File: config.mk
export PLATFORM = sky130hd
export DESIGN_NAME = uart_frame_tx
export DESIGN_NICKNAME = d
export VERILOG_FILES = /design/src/rtl/uart_tx_pkg.sv /design/src/rtl/uart_tx_fifo.sv /design/src/rtl/uart_tx_parity.sv /design/src/rtl/uart_tx_framer.sv /design/src/rtl/uart_tx_line_sel.sv /design/src/rtl/uart_frame_tx.sv
export SDC_FILE = /design/constraint.sdc
export NUM_CORES = 1
export LEC_CHECK = 0
export CORE_MARGIN = 10
export CORE_UTILIZATION = 57
export DETAILED_ROUTE_END_ITERATION = 12
export DONT_BUFFER_PORTS = 1
export PLACE_DENSITY = 0.83
export SYNTH_ARGS = -nofsm -noshare
export SYNTH_HDL_FRONTEND = slang
export SYNTH_SLANG_ARGS = --single-unit
File: constraint.sdc
create_clock -name clk -period 3 [get_ports clk]
set_input_delay 0.15 -clock clk [delete_from_list [all_inputs] [get_ports clk]]
set_output_delay 0.15 -clock clk [all_outputs]
set_load 0.02 [all_outputs]
File: src/rtl/uart_tx_pkg.sv
package uart_tx_pkg;

  localparam int DATA_W = 8;

  typedef enum logic [2:0] {
    FS_IDLE,
    FS_START,
    FS_DATA,
    FS_PARITY,
    FS_STOP
  } frame_state_e;

  typedef enum logic [1:0] {
    CH_NORMAL = 2'b00,
    CH_ECHO   = 2'b01,
    CH_LOCAL  = 2'b10,
    CH_REMOTE = 2'b11
  } chan_mode_e;

  typedef struct packed {
    logic [3:0] nbits;
    logic       par_en;
    logic [1:0] par_kind;
    logic [1:0] stop_sel;
  } frame_cfg_t;

  // Format bits [7:1] to frame shape
  function automatic frame_cfg_t decode_fmt(input logic [7:1] f);
    frame_cfg_t c;
    c.nbits    = f[2] ? (f[1] ? 4'd6 : 4'd7) : 4'd8;
    c.par_en   = ~f[5];
    c.par_kind = f[4:3];
    c.stop_sel = f[7:6];
    return c;
  endfunction

endpackage

File: src/rtl/uart_tx_fifo.sv
module uart_tx_fifo
  import uart_tx_pkg::*;
#(
  parameter int DEPTH = 16
) (
  input  logic              clk,
  input  logic              rst,
  input  logic              clr,
  input  logic              wr_en,
  input  logic [DATA_W-1:0] wr_data,
  input  logic              rd_en,
  output logic [DATA_W-1:0] rd_data,
  output logic              empty,
  output logic              full
);
  localparam int AW = (DEPTH > 1) ? $clog2(DEPTH) : 1;
  localparam int CW = $clog2(DEPTH + 1);
  localparam logic [AW-1:0] LAST = AW'(DEPTH - 1);

  logic [DATA_W-1:0] mem [DEPTH];
  logic [AW-1:0]     wp, rp;
  logic [CW-1:0]     cnt, cnt_n;
  logic              push, pop;

  assign push = wr_en && !full;
  assign pop  = rd_en && !empty;
  assign cnt_n = cnt + CW'(push) - CW'(pop);

  always_ff @(posedge clk) begin
    if (push) mem[wp] <= wr_data;
  end

  assign rd_data = mem[rp];

  always_ff @(posedge clk) begin
    if (rst || clr) begin
      wp    <= '0;
      rp    <= '0;
      cnt   <= '0;
      empty <= 1'b1;
      full  <= 1'b0;
    end else begin
      if (push) wp <= (wp == LAST) ? '0 : wp + 1'b1;
      if (pop)  rp <= (rp == LAST) ? '0 : rp + 1'b1;
      cnt   <= cnt_n;
      empty <= (cnt_n == '0);
      full  <= (cnt_n == CW'(DEPTH));
    end
  end
endmodule

File: src/rtl/uart_tx_parity.sv
module uart_tx_parity
  import uart_tx_pkg::*;
(
  input  logic [DATA_W-1:0] data,
  input  logic [3:0]        nbits,
  input  logic [1:0]        kind,
  output logic              par_bit
);
  logic [DATA_W-1:0] masked;
  logic              ones;

  always_comb begin
    for (int i = 0; i < DATA_W; i++) begin
      masked[i] = data[i] && (4'(i) < nbits);
    end
    ones = ^masked;
    case (kind)
      2'b00:   par_bit = ones;
      2'b01:   par_bit = ~ones;
      2'b10:   par_bit = 1'b0;
      default: par_bit = 1'b1;
    endcase
  end
endmodule

File: src/rtl/uart_tx_framer.sv
module uart_tx_framer
  import uart_tx_pkg::*;
#(
  parameter int OVS = 16
) (
  input  logic              clk,
  input  logic              rst,
  input  logic              clr,
  input  logic              tick,
  input  logic              enable,
  input  logic              fifo_empty,
  input  logic [DATA_W-1:0] fifo_data,
  input  logic [7:1]        fmt,
  output logic              pop,
  output logic              bit_out,
  output logic              busy
);
  localparam int TW = $clog2(2 * OVS);
  localparam logic [TW-1:0] BIT_M1  = TW'(OVS - 1);
  localparam logic [TW-1:0] HALF_M1 = TW'(OVS + OVS / 2 - 1);
  localparam logic [TW-1:0] TWO_M1  = TW'(2 * OVS - 1);

  frame_cfg_t        cfg_now;
  frame_state_e      st;
  logic [TW-1:0]     cnt, len_m1, stop_m1;
  logic [DATA_W-1:0] shreg;
  logic [3:0]        idx, nb_q;
  logic [1:0]        ss_q;
  logic              pe_q, par_q, par_now, can_start, last_slot;

  assign cfg_now = decode_fmt(fmt);

  uart_tx_parity u_par (
    .data    (fifo_data),
    .nbits   (cfg_now.nbits),
    .kind    (cfg_now.par_kind),
    .par_bit (par_now)
  );

  always_comb begin
    case (ss_q)
      2'b00:   stop_m1 = BIT_M1;
      2'b01:   stop_m1 = HALF_M1;
      default: stop_m1 = TWO_M1;
    endcase
    len_m1    = (st == FS_STOP) ? stop_m1 : BIT_M1;
    last_slot = (cnt == len_m1);
    can_start = enable && !fifo_empty;
    pop       = can_start && tick &&
                ((st == FS_IDLE) || ((st == FS_STOP) && last_slot));
  end

  always_ff @(posedge clk) begin
    if (rst || clr) begin
      st      <= FS_IDLE;
      cnt     <= '0;
      idx     <= '0;
      shreg   <= '0;
      nb_q    <= 4'd8;
      ss_q    <= 2'b00;
      pe_q    <= 1'b0;
      par_q   <= 1'b0;
      bit_out <= 1'b1;
      busy    <= 1'b0;
    end else if (tick) begin
      if (pop) begin
        st      <= FS_START;
        cnt     <= '0;
        idx     <= '0;
        shreg   <= fifo_data;
        nb_q    <= cfg_now.nbits;
        ss_q    <= cfg_now.stop_sel;
        pe_q    <= cfg_now.par_en;
        par_q   <= par_now;
        bit_out <= 1'b0;
        busy    <= 1'b1;
      end else if (st == FS_IDLE) begin
        cnt <= '0;
      end else if (!last_slot) begin
        cnt <= cnt + 1'b1;
      end else begin
        cnt <= '0;
        case (st)
          FS_START: begin
            st      <= FS_DATA;
            idx     <= '0;
            bit_out <= shreg[0];
            shreg   <= shreg >> 1;
          end
          FS_DATA: begin
            if (idx == nb_q - 4'd1) begin
              st      <= pe_q ? FS_PARITY : FS_STOP;
              bit_out <= pe_q ? par_q : 1'b1;
            end else begin
              idx     <= idx + 4'd1;
              bit_out <= shreg[0];
              shreg   <= shreg >> 1;
            end
          end
          FS_PARITY: begin
            st      <= FS_STOP;
            bit_out <= 1'b1;
          end
          default: begin
            st      <= FS_IDLE;
            bit_out <= 1'b1;
            busy    <= 1'b0;
          end
        endcase
      end
    end
  end
endmodule

File: src/rtl/uart_tx_line_sel.sv
module uart_tx_line_sel
  import uart_tx_pkg::*;
(
  input  logic       clk,
  input  logic       rst,
  input  logic [1:0] chan,
  input  logic       brk_on,
  input  logic       brk_off,
  input  logic       frame_bit,
  input  logic       line_in,
  output logic       line_out,
  output logic       rx_path
);
  logic brk_q, tx_src, out_n, rx_n;

  assign tx_src = brk_q ? 1'b0 : frame_bit;

  always_comb begin
    case (chan_mode_e'(chan))
      CH_NORMAL: begin out_n = tx_src;  rx_n = line_in; end
      CH_ECHO:   begin out_n = line_in; rx_n = line_in; end
      CH_LOCAL:  begin out_n = 1'b1;    rx_n = tx_src;  end
      default:   begin out_n = line_in; rx_n = 1'b1;    end
    endcase
  end

  always_ff @(posedge clk) begin
    if (rst) begin
      brk_q    <= 1'b0;
      line_out <= 1'b1;
      rx_path  <= 1'b1;
    end else begin
      if (brk_off)     brk_q <= 1'b0;
      else if (brk_on) brk_q <= 1'b1;
      line_out <= out_n;
      rx_path  <= rx_n;
    end
  end
endmodule

File: src/rtl/uart_frame_tx.sv
module uart_frame_tx
  import uart_tx_pkg::*;
#(
  parameter int DEPTH = 16,
  parameter int OVS   = 16
) (
  input  logic              clk,
  input  logic              rst,
  input  logic [9:1]        fmt_word,
  input  logic              cmd_tx_en,
  input  logic              cmd_tx_dis,
  input  logic              cmd_tx_clr,
  input  logic              cmd_brk_on,
  input  logic              cmd_brk_off,
  input  logic              wr_valid,
  input  logic [DATA_W-1:0] wr_data,
  input  logic              baud_tick,
  input  logic              line_in,
  output logic              line_out,
  output logic              rx_path,
  output logic              tx_empty,
  output logic              tx_full,
  output logic              tx_active
);
  logic              tx_on, pop, frame_bit;
  logic [DATA_W-1:0] head;

  always_ff @(posedge clk) begin
    if (rst)             tx_on <= 1'b0;
    else if (cmd_tx_dis) tx_on <= 1'b0;
    else if (cmd_tx_en)  tx_on <= 1'b1;
  end

  uart_tx_fifo #(.DEPTH(DEPTH)) u_fifo (
    .clk     (clk),
    .rst     (rst),
    .clr     (cmd_tx_clr),
    .wr_en   (wr_valid),
    .wr_data (wr_data),
    .rd_en   (pop),
    .rd_data (head),
    .empty   (tx_empty),
    .full    (tx_full)
  );

  uart_tx_framer #(.OVS(OVS)) u_framer (
    .clk        (clk),
    .rst        (rst),
    .clr        (cmd_tx_clr),
    .tick       (baud_tick),
    .enable     (tx_on),
    .fifo_empty (tx_empty),
    .fifo_data  (head),
    .fmt        (fmt_word[7:1]),
    .pop        (pop),
    .bit_out    (frame_bit),
    .busy       (tx_active)
  );

  uart_tx_line_sel u_line (
    .clk       (clk),
    .rst       (rst),
    .chan      (fmt_word[9:8]),
    .brk_on    (cmd_brk_on),
    .brk_off   (cmd_brk_off),
    .frame_bit (frame_bit),
    .line_in   (line_in),
    .line_out  (line_out),
    .rx_path   (rx_path)
  );
endmodule

==> results_dict.tcl, run 1 <==
set metrics [dict create \
    run_status "complete, no violations" \
    layout.cell_area.non_filler_um2 8760 \
    layout.area.seq_um2 4890 \
    post_route_cells_drive_above_1_share_pct 18.9 \
    most_common_library_cell_in_the_layout_ignoring_fill_and_taps "edfxtp_1" \
    max_slew.worst_pin.slew_ns 0.914 \
    tritoncts_num_sinks 180 \
    fin_ws_ns 0.0506 \
    ys_seq_area_share_pct 64.5 \
    design_power_total_mw 5.00 \
    final_max_slew_viol_count 0 \
    combinational_family_with_the_most_area_after_synthesis "multiplexers" \
    place_congestion 0.851 \
    synth.avg_cell_area_um2 14.0 \
    hold_viol 0 \
    io_buffers 0 \
    gr-total-overflow 0 \
    max_cap_violations 0 \
    num_vias 4663 \
    min_path_cells 3 \
    worst_hold_path.endpoint "u_framer.nb_q[0]$_SDFFE_PP0P_" \
    pre_cts_ws_ns -0.102 \
    grt_pass1_vias 4630 \
    rows 42 \
    r2r-start "u_framer.cnt[3]$_SDFFE_PP0P_" \
    clockPowerShare_pct 41.7 \
    grt_max_degree 43 \
    drt_first_pass_iters 5 \
    clkLatencyLatePin_ns 0.43 \
    vias_per_cell 5.98 \
    share_seq_of_total_power_pct 54.0 \
    worst_setup_end_kind "register" \
    synth_compound_area_share_pct 6.03 \
    critPathRequiredTime_ns 3.36 \
    skew_ns 0.00727 \
    post_synth_num_cell_types 48 \
    critPathLaunch "u_framer.cnt[3]$_SDFFE_PP0P_" \
    cts_buffer_depth 2 \
    layout.nets 632 \
    worstReg2RegEnd "u_fifo.empty$_SDFF_PP1_" \
    stdcell_count 780 \
    grt.total_usage_pct 18.1 \
    fin_crit_sh_pct 98.3 \
    tritoncts.num_buffers 17 \
    postRouteAntennaNets 0 \
    synthSimpleGateAreaFrac_pct 10.4 \
    hold_path_class "in2reg" \
    clock_tree.root_cell "clkbuf_16" \
    setup_viol_count_final 0 \
    timing.critical_path.fanout_max 3 \
    total_switching_power_mw 1.07 \
    path_clk_slew_ns 0.06 \
    placed_inst_area_um2 7870 \
    routed_wire_length_per_instance_um 20.8 \
    hpwlAfterDp_um 10100 \
    share_comb_of_total_power_pct 4.3 \
    die_h_um 135 \
    mostFrequentLayoutCells "edfxtp_1, nor2_1, dfxtp_1" \
    post_synth_instance_area_um2 7570 \
    power.density_cell_area_nw_per_um2 571 \
    tritoncts "yes" \
    multiInputGateArea_um2 2540 \
    floorplan.initialDensity_pct 57.6 \
    ios 32 \
    grt_first_pass_wirelength_um 25000 \
    synthXorXnorAreaFrac_pct 2.68 \
    synth_flop_cell "edfxtp_1" \
    path_class "reg2reg" \
    number_of_synthesized_flops_with_an_enable_pin 128 \
    ys_warn_count 0 \
    synth_top_cells_by_area "edfxtp_1, dfxtp_1, mux4_2" \
    design.core.area_um2 13100 \
    num_antenna_cells 0 \
    htreeDepth 4 \
    detailedRoute.firstIterationViolations 408 \
    area_of_the_die_um2 18300 \
    area_share_of_the_leading_cell_type_in_the_synthesized_netlist_pct 50.8 \
    synthesized_netlist_cell_count 542 \
    internal-power_mw 3.93 \
    finalCriticalPeriod_ns 2.95 \
    ir_drop_mv 0.939 \
    switching_share_pct 21.4 \
    fp.dieW_um 135 \
    layout.filler_cells 844 \
    grt_antenna_before_repair 0 \
    slew_headroom_pct 38.8 \
    synth-adder-area-share_pct 2.41 \
    numPlacedInstances 719 \
    critPathLaunchType "register" \
    rsz0062_at_grt "true" \
    remaining_drc_errors 0 \
    timing.fmax_mhz 339 \
    cp.arrival_ns 3.30 \
    synth_nets 583 \
    drt_wl_total_um 16200 \
    synthMuxAreaShare_pct 11.3 \
    area_delta_synth_final_pct 15.7 \
    ff2ff_path_depth 16 \
    rrSetupSlack_ns 0.05 \
    postLayoutCoreUtil_pct 66.7 \
    worst_hold_startpoint "fmt_word[2]" \
    postSynth.asyncResetShare_pct 0 \
    leakage_nw 2.91 \
    yosys.area.top_type "edfxtp_1" \
    synth_seq_cells 180 \
]
power by group through the flow:
stage	clock, mW	combinational, mW	sequential (mW)
final	2.09	0.218	2.70
after global routing	2.22	0.238	2.70
after CTS	2.11	0.210	2.70
after detailed placement	0	0.159	2.76
after global placement	0	0.152	2.75
after floorplan	0	0.129	2.75
cells by family after synthesis:
logic type	Yosys count
flip-flops	180
AND/OR/NAND/NOR	169
AO/OA/AOI/OAI	74
buffers and inverters	43
multiplexers	42
XOR/XNOR	20
adder cells (fa/ha/maj)	14
worst max path at each step:
| stage | endpoint | slack, ns | depth (start not counted) |
|---|---|---|---|
| finish | u_fifo.empty$_SDFF_PP1_ | 0.05 | 16 |
| detailed placement | u_fifo.empty$_SDFF_PP1_ | -0.10 | 16 |
| global route | u_fifo.empty$_SDFF_PP1_ | -0.09 | 16 |
| CTS | u_fifo.empty$_SDFF_PP1_ | 0.05 | 16 |
| floorplan | u_fifo.empty$_SDFF_PP1_ | 0.02 | 17 |
| global placement | u_fifo.empty$_SDFF_PP1_ | 0.07 | 16 |
synthesized netlist by cell type, types with 4 or more instances:
cell / number
nor2b_1: 10
dfxtp_1: 52
nand2b_1: 5
clkbuf_1: 20
nand3_1: 11
mux2i_1: 7
o21ai_1: 6
and3_1: 6
nor2_1: 58
a311oi_1: 8
ha_1: 13
edfxtp_1: 128
o21ai_0: 10
a21oi_1: 31
nor3_1: 12
or2_2: 4
a22oi_1: 5
mux4_2: 32
nand2_1: 46
inv_1: 15
xor2_1: 11
xnor2_1: 7
cell type report:
cell class                      instances  share of cell area (%)
Clock buffer                           18                    4.90
Timing Repair Buffer                   58                    5.68
Tap cell                              176                    2.51
Clock inverter                         14                    1.46
Inverter                               15                   0.643
Multi-Input combinational cell        319                    28.9
Sequential cell                       180                    55.9
state kept, by name, indices dropped and copies added, names as in the netlist, 3 cells and up, named ones only:
| signal | flops |
|---|---|
| u_fifo.mem | 128 |
| u_framer.shreg | 8 |
| u_fifo.cnt | 5 |
| u_framer.cnt | 5 |
| u_fifo.rp | 4 |
| u_fifo.wp | 4 |
| u_framer.idx | 4 |
| u_framer.nb_q | 3 |
| u_framer.st | 3 |
stage by stage:
| stage | hold WS [ns] | setup TNS, ns |
|---|---|---|
| floorplan | 0.227 | 0 |
| global placement | 0.228 | 0 |
| detailed placement | 0.231 | -0.151 |
| global route | 0.0402 | -0.133 |
| finish | 0.0282 | 0 |
| CTS | 0.00768 | 0 |
what timing repair did:
action,in CTS,in global routing
pin swaps,2,9
hold endpoints to repair,145,0
setup buffers,0,4
hold buffers,25,0
setup endpoints to repair,3,4
gates resized for setup,3,14
routing by layer:
layer / up-vias / global-route usage, % / wire length (um)
met5: - / 0 / 0
met4: 0 / 8.85 / 535
met3: 39 / 4.93 / 807
met2: 167 / 30.4 / 8440
met1: 2336 / 21.0 / 6410
li1: 2121 / - / -
worst max-delay path, cell delays in order, from the launching register on:
cell and delay (ns):
dfxtp_2 0.32, or3b_4 0.40, a2111oi_4 0.33, o211ai_1 0.16
nand2_1 0.11, and3_4 0.20, nand2b_4 0.07, nand2_2 0.08
ha_4 0.13, inv_2 0.04, fa_2 0.37, inv_2 0.06
a21o_1 0.11, a21oi_1 0.07, xnor2_1 0.20, nor2_1 0.07
a21oi_1 0.15
Power figures use the tool's default switching activity.
==> run 2: changes to the inputs <==
ABC_AREA = 1   (was unset)
==> results_dict.tcl, run 2 <==
set metrics [dict create \
    min_path_cells 2 \
    layout.filler_cells 1003 \
    num_antenna_cells 0 \
    worst_hold_startpoint "fmt_word[2]" \
    timing.critical_path.fanout_max 5 \
    switching_share_pct 20.8 \
    num_vias 5961 \
    layout.cell_area.non_filler_um2 9100 \
    post_synth_instance_area_um2 8080 \
    max_cap_violations 0 \
    placed_inst_area_um2 8220 \
    total_switching_power_mw 1.11 \
    ff2ff_path_depth 17 \
    power.density_cell_area_nw_per_um2 588 \
    critical-path-slowest-cell "fa_1" \
    vias_per_cell 5.42 \
    remaining_drc_errors 0 \
    synth_nets 924 \
    most_common_library_cell_in_the_layout_ignoring_fill_and_taps "nand2_1" \
    stdcell_count 1099 \
    path_delay_family "simple AND/OR/NAND/NOR gates" \
    tritoncts_num_sinks 180 \
    path_class "reg2reg" \
    post_synth_num_cell_types 37 \
    synth_top_cells_by_area "edfxtp_1, dfxtp_1, nand2_1" \
    yosys.area.top_type "edfxtp_1" \
    routed_wire_length_per_instance_um 16.4 \
    path_clk_slew_ns 0.06 \
    fp.dieW_um 139 \
    hold_path_class "in2reg" \
    number_of_buffers_and_inverters_on_the_critical_path 2 \
    synth_flop_cell "edfxtp_1" \
    critPathLaunchType "register" \
    tritoncts "yes" \
    finalCriticalPeriod_ns 2.71 \
    most_frequent_cells_after_synthesis "nand2_1, edfxtp_1, inv_1, nor2_1, nand3_1" \
    grt_pass1_vias 5828 \
    mostFrequentLayoutCells "nand2_1, edfxtp_1, inv_1" \
    groute.layer.met3.usage_pct 4.45 \
    grt_busiest_layer "met2" \
    ir_drop_mv 0.537 \
    cp.arrival_ns 3.07 \
    cp_slowest_stage_delay_ns 0.39 \
    hold_viol 0 \
    synthesized_netlist_cell_count 883 \
    detailedRoute.firstIterationViolations 715 \
    synth_seq_cells 180 \
    gr-total-overflow 0 \
    gr-usage-met2_pct 32.3 \
    drt_first_pass_iters 6 \
    rsz0062_at_grt "false" \
    postSynth.asyncResetShare_pct 0 \
    number_of_synthesized_flops_with_an_enable_pin 128 \
    slew_headroom_pct 41.8 \
    postRouteAntennaNets 0 \
    ios 32 \
    rows 43 \
    synthMostInstantiatedCell "nand2_1" \
    cp_num_cells 17 \
    place_congestion 0.862 \
    grt_use_met1_pct 22.0 \
    r2r-start "u_framer.st[0]$_SDFFE_PP0P_" \
    area_delta_synth_final_pct 12.6 \
    drt_wl_total_um 18000 \
    setup_viol_count_final 0 \
    ys_warn_count 0 \
    io_buffers 0 \
    clkLatencyLatePin_ns 0.44 \
    critPathLaunch "u_framer.st[0]$_SDFFE_PP0P_" \
    tns_ns 0 \
    critical_path.cell_chain "nor2_2 -> nand2_1 -> nor3_2 -> nor2_1 -> nor2_1 -> nand4_1 -> nand2_1 -> nand2_2 -> nor2_2 -> inv_1 -> nand2_1 -> ha_1 -> inv_1 -> fa_1 -> xor2_1 -> nand4_1 -> o21ai_0" \
    critPathRequiredTime_ns 3.36 \
    max_flop_register "u_fifo.mem" \
    share_seq_of_total_power_pct 50.4 \
    clock_tree.root_cell "clkbuf_16" \
    grt_antenna_before_repair 0 \
    layout.nets 947 \
    floorplan.initialDensity_pct 58.2 \
    skew_ns 0.00653 \
    fin_crit_sh_pct 90.2 \
    timing.fmax_mhz 369 \
    grt.total_usage_pct 18.7 \
    internal-power_mw 4.24 \
    timing.critical_path.mode_cell "nand2_1" \
    run_status "complete, no violations" \
    max_reg_flops 128 \
    tritoncts.num_buffers 17 \
    ys_seq_area_share_pct 60.4 \
    area_of_the_die_um2 19300 \
    design.core.area_um2 13900 \
    clockPowerShare_pct 45.3 \
    htreeDepth 4 \
    final_max_slew_viol_count 0 \
    grt_max_degree 67 \
    post_route_cells_drive_above_1_share_pct 6.42 \
    area_share_of_the_leading_cell_type_in_the_synthesized_netlist_pct 47.6 \
    hpwlAfterDp_um 10600 \
    max_slew.worst_pin.slew_ns 0.869 \
    share_comb_of_total_power_pct 4.3 \
    synth.avg_cell_area_um2 9.15 \
    numPlacedInstances 1044 \
    leakage_nw 3.69 \
    cts_buffer_depth 2 \
    largest_registers "u_fifo.mem x128, u_framer.shreg x8" \
    die_h_um 139 \
    worst_setup_end_kind "register" \
    grt_first_pass_wirelength_um 29000 \
]
-- run 2: changes by cell type after synthesis, sizes merged, moves of 30 or more --
cell	change
nand2	+221
inv	+83
nand3	+69
nor2	+39
mux4	-34
o21ai	+30
-- run 2: metrics by stage --
stage | utilization, % | worst slack, ns | total power [mW] | hold slack [ns]
floorplan | - | 0.387 | 2.88 | 0.227
global placement | 59.2 | 0.457 | 2.92 | 0.230
detailed placement | 59.2 | 0.291 | 2.92 | 0.229
CTS | 65.6 | 0.212 | 5.35 | 0.00913
global route | 65.6 | 0.0183 | 5.48 | 0.0424
finish | 65.6 | 0.293 | 5.36 | 0.0162
-- run 2: repair_timing --
action | 4_1_cts | 5_1_grt
setup buffers | 0 | 0
hold buffers | 23 | 0
setup endpoints to repair | 0 | 2
gates resized for setup | 0 | 1
hold endpoints to repair | 141 | 0
-- run 2: layer usage --
metal,up-vias,wire length (um)
met3,29,1280
li1,2916,-
met5,-,0
met4,0,309
met1,2797,7130
met2,219,9260
-- run 2: worst paths after layout --
kind / end / slack, ns
hold / removal: u_framer.nb_q[2]$_SDFFE_PP0P_ / 0.02
setup reg to reg: u_fifo.empty$_SDFF_PP1_ / 0.29
hold reg to reg: u_framer.shreg[7]$_SDFFE_PP0P_ / 0.47
setup / recovery: u_fifo.empty$_SDFF_PP1_ / 0.29
-- run 2: cells by family after synthesis --
kind of cell,after synthesis,synth area share (%)
AND/OR/NAND/NOR,462,23.5
flip-flops,180,60.4
buffers and inverters,131,6.83
AO/OA/AOI/OAI,80,5.28
XOR/XNOR,16,1.73
adder cells (fa/ha/maj),14,2.26
-- run 2: final cells by class --
type | count | area (um^2) | share of cell area (%)
clock buffers | 17 | 425 | 4.67
inverters | 100 | 377 | 4.14
repair buffers | 35 | 320 | 3.52
multi-input cells | 572 | 2650 | 29.1
clock inverters | 15 | 223 | 2.45
well taps | 180 | 225 | 2.47
flip-flops and latches | 180 | 4890 | 53.7
-- run 2: power by group through the flow --
stage | Sequential, mW | Clock [mW] | Combinational [mW]
detailed placement | 2.75 | 0 | 0.170
CTS | 2.70 | 2.43 | 0.225
floorplan | 2.75 | 0 | 0.131
global route | 2.70 | 2.53 | 0.257
global placement | 2.75 | 0 | 0.164
finish | 2.70 | 2.43 | 0.230
